### config.mk
export PLATFORM = sky130hd
export DESIGN_NAME = rtc_sec_alarm
export DESIGN_NICKNAME = d
export VERILOG_FILES = /design/src/rtl/rtc_pkg.sv /design/src/rtl/rtc_sec_counter.sv /design/src/rtl/rtc_alarm_unit.sv /design/src/rtl/rtc_reg_if.sv /design/src/rtl/rtc_sec_alarm.sv
export SDC_FILE = /design/constraint.sdc
export NUM_CORES = 1
export LEC_CHECK = 0
export BUFFER_PORTS_ARGS = -buffer_cell sky130_fd_sc_hd__buf_2
export CORE_AREA = 2 2 112 114
export CTS_CLUSTER_DIAMETER = 50
export DETAILED_ROUTE_END_ITERATION = 8
export DIE_AREA = 0 0 114 116
export GPL_TIMING_DRIVEN = 0
export PLACE_DENSITY = 0.72
export SLEW_MARGIN = 20
export SYNTH_ARGS = -nofsm -noshare
export SYNTH_HDL_FRONTEND = slang
export SYNTH_SLANG_ARGS = --single-unit
### constraint.sdc
create_clock -name clk_i -period 2.8 [get_ports clk_i]
set_input_delay 0.56 -clock clk_i [delete_from_list [all_inputs] [get_ports clk_i]]
set_output_delay 0.56 -clock clk_i [all_outputs]
set_load 0.01 [all_outputs]
### src/rtl/rtc_pkg.sv
package rtc_pkg;
  localparam int unsigned ADDR_W = 4;
  localparam logic [ADDR_W-1:0] A_RUN    = 4'h0;
  localparam logic [ADDR_W-1:0] A_ALM_EN = 4'h1;
  localparam logic [ADDR_W-1:0] A_ALM_ST = 4'h2;
  localparam logic [ADDR_W-1:0] A_LOAD0  = 4'h4;
  localparam logic [ADDR_W-1:0] A_CNT0   = 4'h8;
  localparam logic [ADDR_W-1:0] A_CMP0   = 4'hC;
  localparam int unsigned RUN_BIT = 7;
  localparam int unsigned AEN_BIT = 7;
  localparam int unsigned AST_BIT = 0;
endpackage

### src/rtl/rtc_sec_counter.sv
module rtc_sec_counter #(
  parameter int unsigned CNT_W = 32
) (
  input  logic             clk_i,
  input  logic             rst_ni,
  input  logic             run_i,
  input  logic             tick_i,
  input  logic             load_i,
  input  logic [CNT_W-1:0] load_val_i,
  output logic [CNT_W-1:0] count_o,
  output logic [CNT_W-1:0] nxt_o,
  output logic             step_o
);
  logic [CNT_W-1:0] cnt_q;

  assign nxt_o  = cnt_q + CNT_W'(1);
  assign step_o = run_i & tick_i & ~load_i;

  always_ff @(posedge clk_i or negedge rst_ni) begin
    if (!rst_ni)      cnt_q <= '0;
    else if (load_i)  cnt_q <= load_val_i;
    else if (step_o)  cnt_q <= nxt_o;
  end

  assign count_o = cnt_q;
endmodule

### src/rtl/rtc_alarm_unit.sv
module rtc_alarm_unit #(
  parameter int unsigned CNT_W = 32
) (
  input  logic             clk_i,
  input  logic             rst_ni,
  input  logic             step_i,
  input  logic [CNT_W-1:0] nxt_i,
  input  logic [CNT_W-1:0] cmp_i,
  input  logic             en_i,
  input  logic             clr_i,
  output logic             stat_o,
  output logic             irq_o
);
  logic stat_q, pend_q, set;

  // set beats a clear landing in the same cycle
  assign set = step_i & en_i & (nxt_i == cmp_i);

  always_ff @(posedge clk_i or negedge rst_ni) begin
    if (!rst_ni) begin
      stat_q <= 1'b0;
      pend_q <= 1'b0;
    end else begin
      if (set)        stat_q <= 1'b1;
      else if (clr_i) stat_q <= 1'b0;
      pend_q <= stat_q & en_i;
    end
  end

  assign stat_o = stat_q;
  assign irq_o  = stat_q & en_i & ~pend_q;
endmodule

### src/rtl/rtc_reg_if.sv
module rtc_reg_if
  import rtc_pkg::*;
#(
  parameter int unsigned CNT_W  = 32,
  parameter int unsigned DATA_W = 8
) (
  input  logic              clk_i,
  input  logic              rst_ni,
  input  logic [ADDR_W-1:0] addr_i,
  input  logic              wr_en_i,
  input  logic [DATA_W-1:0] wdata_i,
  input  logic [CNT_W-1:0]  count_i,
  input  logic              stat_i,
  output logic              run_o,
  output logic              alm_en_o,
  output logic              load_o,
  output logic [CNT_W-1:0]  load_val_o,
  output logic [CNT_W-1:0]  cmp_o,
  output logic              stat_clr_o,
  output logic [DATA_W-1:0] rdata_o
);
  localparam int unsigned NB = CNT_W / DATA_W;

  logic              run_q, aen_q;
  logic [DATA_W-1:0] stage_q [NB];
  logic [DATA_W-1:0] cmp_q   [NB];
  logic [DATA_W-1:0] rd_d, rd_q;

  always_ff @(posedge clk_i or negedge rst_ni) begin
    if (!rst_ni) begin
      run_q <= 1'b0;
      aen_q <= 1'b0;
      rd_q  <= '0;
    end else begin
      if (wr_en_i && addr_i == A_RUN)    run_q <= wdata_i[RUN_BIT];
      if (wr_en_i && addr_i == A_ALM_EN) aen_q <= wdata_i[AEN_BIT];
      rd_q <= rd_d;
    end
  end

  for (genvar g = 0; g < NB; g++) begin : g_byte
    localparam logic [ADDR_W-1:0] LD_A = ADDR_W'(A_LOAD0 + g);
    localparam logic [ADDR_W-1:0] CM_A = ADDR_W'(A_CMP0 + g);

    always_ff @(posedge clk_i or negedge rst_ni) begin
      if (!rst_ni) begin
        stage_q[g] <= '0;
        cmp_q[g]   <= '0;
      end else begin
        if (wr_en_i && addr_i == LD_A) stage_q[g] <= wdata_i;
        if (wr_en_i && addr_i == CM_A) cmp_q[g]   <= wdata_i;
      end
    end

    assign cmp_o[g*DATA_W +: DATA_W] = cmp_q[g];
    if (g == 0) begin : g_lsb
      assign load_val_o[DATA_W-1:0] = wdata_i;
    end else begin : g_upper
      assign load_val_o[g*DATA_W +: DATA_W] = stage_q[g];
    end
  end

  assign load_o     = wr_en_i & (addr_i == A_LOAD0) & ~run_q;
  assign stat_clr_o = wr_en_i & (addr_i == A_ALM_ST) & ~wdata_i[AST_BIT];

  always_comb begin
    rd_d = '0;
    if (addr_i == A_RUN)    rd_d[RUN_BIT] = run_q;
    if (addr_i == A_ALM_EN) rd_d[AEN_BIT] = aen_q;
    if (addr_i == A_ALM_ST) rd_d[AST_BIT] = stat_i;
    for (int i = 0; i < NB; i++) begin
      if (addr_i == ADDR_W'(A_LOAD0 + i)) rd_d = stage_q[i];
      if (addr_i == ADDR_W'(A_CNT0 + i))  rd_d = count_i[i*DATA_W +: DATA_W];
      if (addr_i == ADDR_W'(A_CMP0 + i))  rd_d = cmp_q[i];
    end
  end

  assign run_o    = run_q;
  assign alm_en_o = aen_q;
  assign rdata_o  = rd_q;
endmodule

### src/rtl/rtc_sec_alarm.sv
module rtc_sec_alarm
  import rtc_pkg::*;
#(
  parameter int unsigned CNT_W  = 32,
  parameter int unsigned DATA_W = 8
) (
  input  logic              clk_i,
  input  logic              rst_ni,
  input  logic              tick_i,
  input  logic [ADDR_W-1:0] addr_i,
  input  logic              wr_en_i,
  input  logic [DATA_W-1:0] wdata_i,
  output logic [DATA_W-1:0] rdata_o,
  output logic              irq_o
);
  logic             run, alm_en, load, stat_clr, alm_stat, step;
  logic [CNT_W-1:0] load_val, count, nxt, cmp;

  rtc_reg_if #(.CNT_W(CNT_W), .DATA_W(DATA_W)) u_regs (
    .clk_i      (clk_i),
    .rst_ni     (rst_ni),
    .addr_i     (addr_i),
    .wr_en_i    (wr_en_i),
    .wdata_i    (wdata_i),
    .count_i    (count),
    .stat_i     (alm_stat),
    .run_o      (run),
    .alm_en_o   (alm_en),
    .load_o     (load),
    .load_val_o (load_val),
    .cmp_o      (cmp),
    .stat_clr_o (stat_clr),
    .rdata_o    (rdata_o)
  );

  rtc_sec_counter #(.CNT_W(CNT_W)) u_cnt (
    .clk_i      (clk_i),
    .rst_ni     (rst_ni),
    .run_i      (run),
    .tick_i     (tick_i),
    .load_i     (load),
    .load_val_i (load_val),
    .count_o    (count),
    .nxt_o      (nxt),
    .step_o     (step)
  );

  rtc_alarm_unit #(.CNT_W(CNT_W)) u_alm (
    .clk_i  (clk_i),
    .rst_ni (rst_ni),
    .step_i (step),
    .nxt_i  (nxt),
    .cmp_i  (cmp),
    .en_i   (alm_en),
    .clr_i  (stat_clr),
    .stat_o (alm_stat),
    .irq_o  (irq_o)
  );
endmodule

==> impl_metrics.yaml <==
logic_synthesis:
  synth_most_common_cell: "dfrtp_1"
  asyncSetResetFlopFracSynth: 1.00
  synth_area_per_cell_sq_um: 9.43
  synth_edf_count: 0
  yosys.area.top_type: "dfrtp_1"
  postSynthNetCount: 706
  synthDistinctLibCells: 54
  ys_top_cells_by_count: "108 x dfrtp_1, 79 x nand2_1, 65 x mux2_2"
  synth_top_area_frac: 0.416
  synth_area_sq_mm: 0.00649
  syn_inst: 689
  yosysWarnings: 0
  ys_seq_area_frac: 0.416
  synthTopCellsByArea: "dfrtp_1 42%, mux2_2 11%, nand2_1 4.6%"
  synthFlopType: "dfrtp_1"
  ys_seq_elements: 108
sta:
  worstMarginPinSlew_ns: 1.04
  clock.fmax_mhz: 351
  hold_viol: 0
  setup_viol: 1
  worst_slack_ns: -0.0499
  period_share: 1.02
  clock_skew_ns: 0.0119
  rsz0062_at_grt: "yes"
  maxSlewViolCount: 0
  relSlewSlack: 0.306
  post-route-min-period_ns: 2.85
setup_path:
  reg2reg_depth: 10
  endpoint_kind: "flip-flop"
  required_ns: 3.04
  start_kind: "flip-flop"
  max_stage_delay_ns: 0.57
  path_max_fanout: 6
  crit_slowest_cell: "or4_4"
  r2r_setup_slack_ns: -0.05
  crit_path_cell_trace: "ha_4 > nand3_4 > or4_4 > buf_4 > or2_2 > clkbuf_1 > nor3_2 > a21bo_2 > o2111ai_1 > o31ai_4"
  worstPathArrival_ns: 3.09
  crit_type: "flip-flop to flip-flop"
drt:
  drtIter0Drc: 714
  wl_um: 21700
  firstDrtPassIters: 6
  avgRoutedWirePerCell_um: 24.8
  ant_nets: 0
  drc_errors: 0
  via_count: 5980
  avgViaCountPerCell: 6.84
floorplan:
  core.rowCount: 40
  fp.dieH_um: 116
  die_area_sq_mm: 0.0132
  coreArea_sq_mm: 0.0119
  die_w_um: 114
  start_util: 0.545
  ioPinCount: 25
power:
  leakage_uw: 0.00302
  clkPwrFrac: 0.271
  comb_power_share: 0.284
  switching_share: 0.355
  power_frac_seq: 0.445
  intPower_uw: 3260
  finalPower_uw: 5060
  peakVddDrop_mv: 0.461
  power-per-cell-area_mw_per_mm2: 680
  p_sw_uw: 1800
placement:
  dpl.cell_count: 856
  port_buffers: 19
  dp_hpwl_um: 15400
  gp_congestion: 1.01
clock_tree:
  clk_latency_ns: 0.37
  cts_tree: "built"
  numCtsBuffers: 9
  cts_hold_buf: 0
  clockBufferDepth: 2
  clk_pin_slew_worst_paths_ns: 0.08
  cts_root_buf: "clkbuf_16"
  clock_sinks: 108
  htreeDepth: 3
layout:
  area_growth_pct: 14.4
  fin_cells: 874
  layout-drive-gt1-share: 0.227
  num_antenna_cells: 0
  fin_nets: 739
  final_core_util: 0.624
min_path:
  hold_class: "input pin to async pin"
flow_run:
  drv_cap: 0
run_status:
  status: "finished with violations"
  violations: "setup timing"
global_routing:
  grt_max_degree: 70
  grt_pass1_wl_um: 33800
  first_global_vias: 5858
  antenna_found_initial: 0
  grt_overflow: 0
  grt_usage: 0.344
==> worst paths after layout <==
check	start	end
worst max-delay path	u_cnt.count_o[0]	u_alm.stat_o
max in group asynchronous	rst_ni	u_cnt.count_o[16]
worst min-delay path	rst_ni	u_regs.stage_q[26]
worst min register to register	u_regs.stage_q[29]	u_regs.stage_q[29]
min in group clk_i	wdata_i[7]	u_cnt.count_o[7]
worst max register to register	u_cnt.count_o[0]	u_alm.stat_o
==> critical path: cells and delay by family (launching register included) <==
kind,cells,cell delay [ns]
buf+inv,2,0.35
compound gates,3,0.59
simple gates,4,1.19
flops,1,0.41
fa+ha+maj,1,0.17
==> registers in the layout, indices dropped and copies added (netlist names) <==
name and flops:
u_alm.pend_q 1, u_alm.stat_o 1, u_cnt.count_o 32, u_regs.alm_en_o 1, u_regs.cmp_o 32, u_regs.load_val_o 24, u_regs.rdata_o 8, u_regs.run_o 1
u_regs.stage_q 8
==> per-stage QoR <==
stage	setup TNS, ns	worst slack [ns]	area, sq um	hold WS [ns]
global placement	-45.62	-1.36	6790	0.466
detailed placement	-45.32	-1.41	6830	0.475
finish	-0.0499	-0.0499	7430	0.0843
global route	-0.109	-0.109	7430	0.107
floorplan	0	0.0252	6520	0.264
CTS	0	0.000278	7340	0.0998
==> final cells by class <==
type                            instances  area (sq um)
Clock inverter                          7          90.1
Buffer                                 42           208
Timing Repair Buffer                   31           211
Sequential cell                       108          2710
Inverter                                7          27.5
Tap cell                              147           184
Fill cell                            1046          4480
Clock buffer                            9           225
Multi-Input combinational cell        523          3780
==> power groups by stage <==
stage                     logic (uW)  clock network, uW  registers (uW)
after detailed placement        1300                  0            2240
final                           1440               1370            2250
after global placement          1260                  0            2230
after CTS                       1390               1390            2220
after floorplan                  944                  0            2130
after global routing            1560               1450            2280
==> cell usage in the layout (no fill, tap or decap), types with 8 or more instances in the layout <==
| cell type | netlist | final |
|---|---|---|
| o21ai_0 | 47 | 47 |
| a21oi_1 | 24 | 24 |
| xnor2_1 | 31 | 29 |
| nor3_1 | 16 | 14 |
| a31oi_1 | 13 | 13 |
| a221o_1 | 13 | 13 |
| buf_4 | 0 | 11 |
| nand2_1 | 79 | 78 |
| mux2i_1 | 21 | 21 |
| buf_2 | 5 | 18 |
| o311ai_0 | 8 | 8 |
| xor2_1 | 12 | 12 |
| mux2_2 | 65 | 65 |
| nand3_1 | 20 | 17 |
| nand2b_1 | 8 | 8 |
| nor2_1 | 48 | 46 |
| clkbuf_16 | 0 | 9 |
| clkbuf_1 | 40 | 26 |
| nand4_1 | 9 | 9 |
| dfrtp_1 | 108 | 101 |
==> repair_timing <==
item	4_1_cts	5_1_grt
buffers inserted	9	2
pin swaps	8	7
resized for setup	42	21
endpoints found under the setup margin	45	17
==> metal layers <==
| layer | part of all wire | global-route usage | vias up |
|---|---|---|---|
| met1 | 0.41 | 0.469 | 2899 |
| li1 | - | - | 2621 |
| met2 | 0.45 | 0.544 | 385 |
| met4 | 0.037 | 0.128 | 0 |
| met5 | 0 | 0 | - |
| met3 | 0.097 | 0.0748 | 75 |
==> cell families (layout without fill, tap and decap cells) <==
logic type | Yosys count | after routing | share of synthesized area
AO/OA/AOI/OAI | 157 | 157 | 0.163
flip-flops | 108 | 108 | 0.416
XOR/XNOR | 43 | 43 | 0.0580
AND/OR/NAND/NOR | 235 | 235 | 0.178
buffers and inverters | 58 | 96 | 0.0345
multiplexers | 87 | 87 | 0.149
adder cells (fa/ha/maj) | 1 | 1 | 0.00193
No activity file was read; power rests on OpenSTA's default activity.
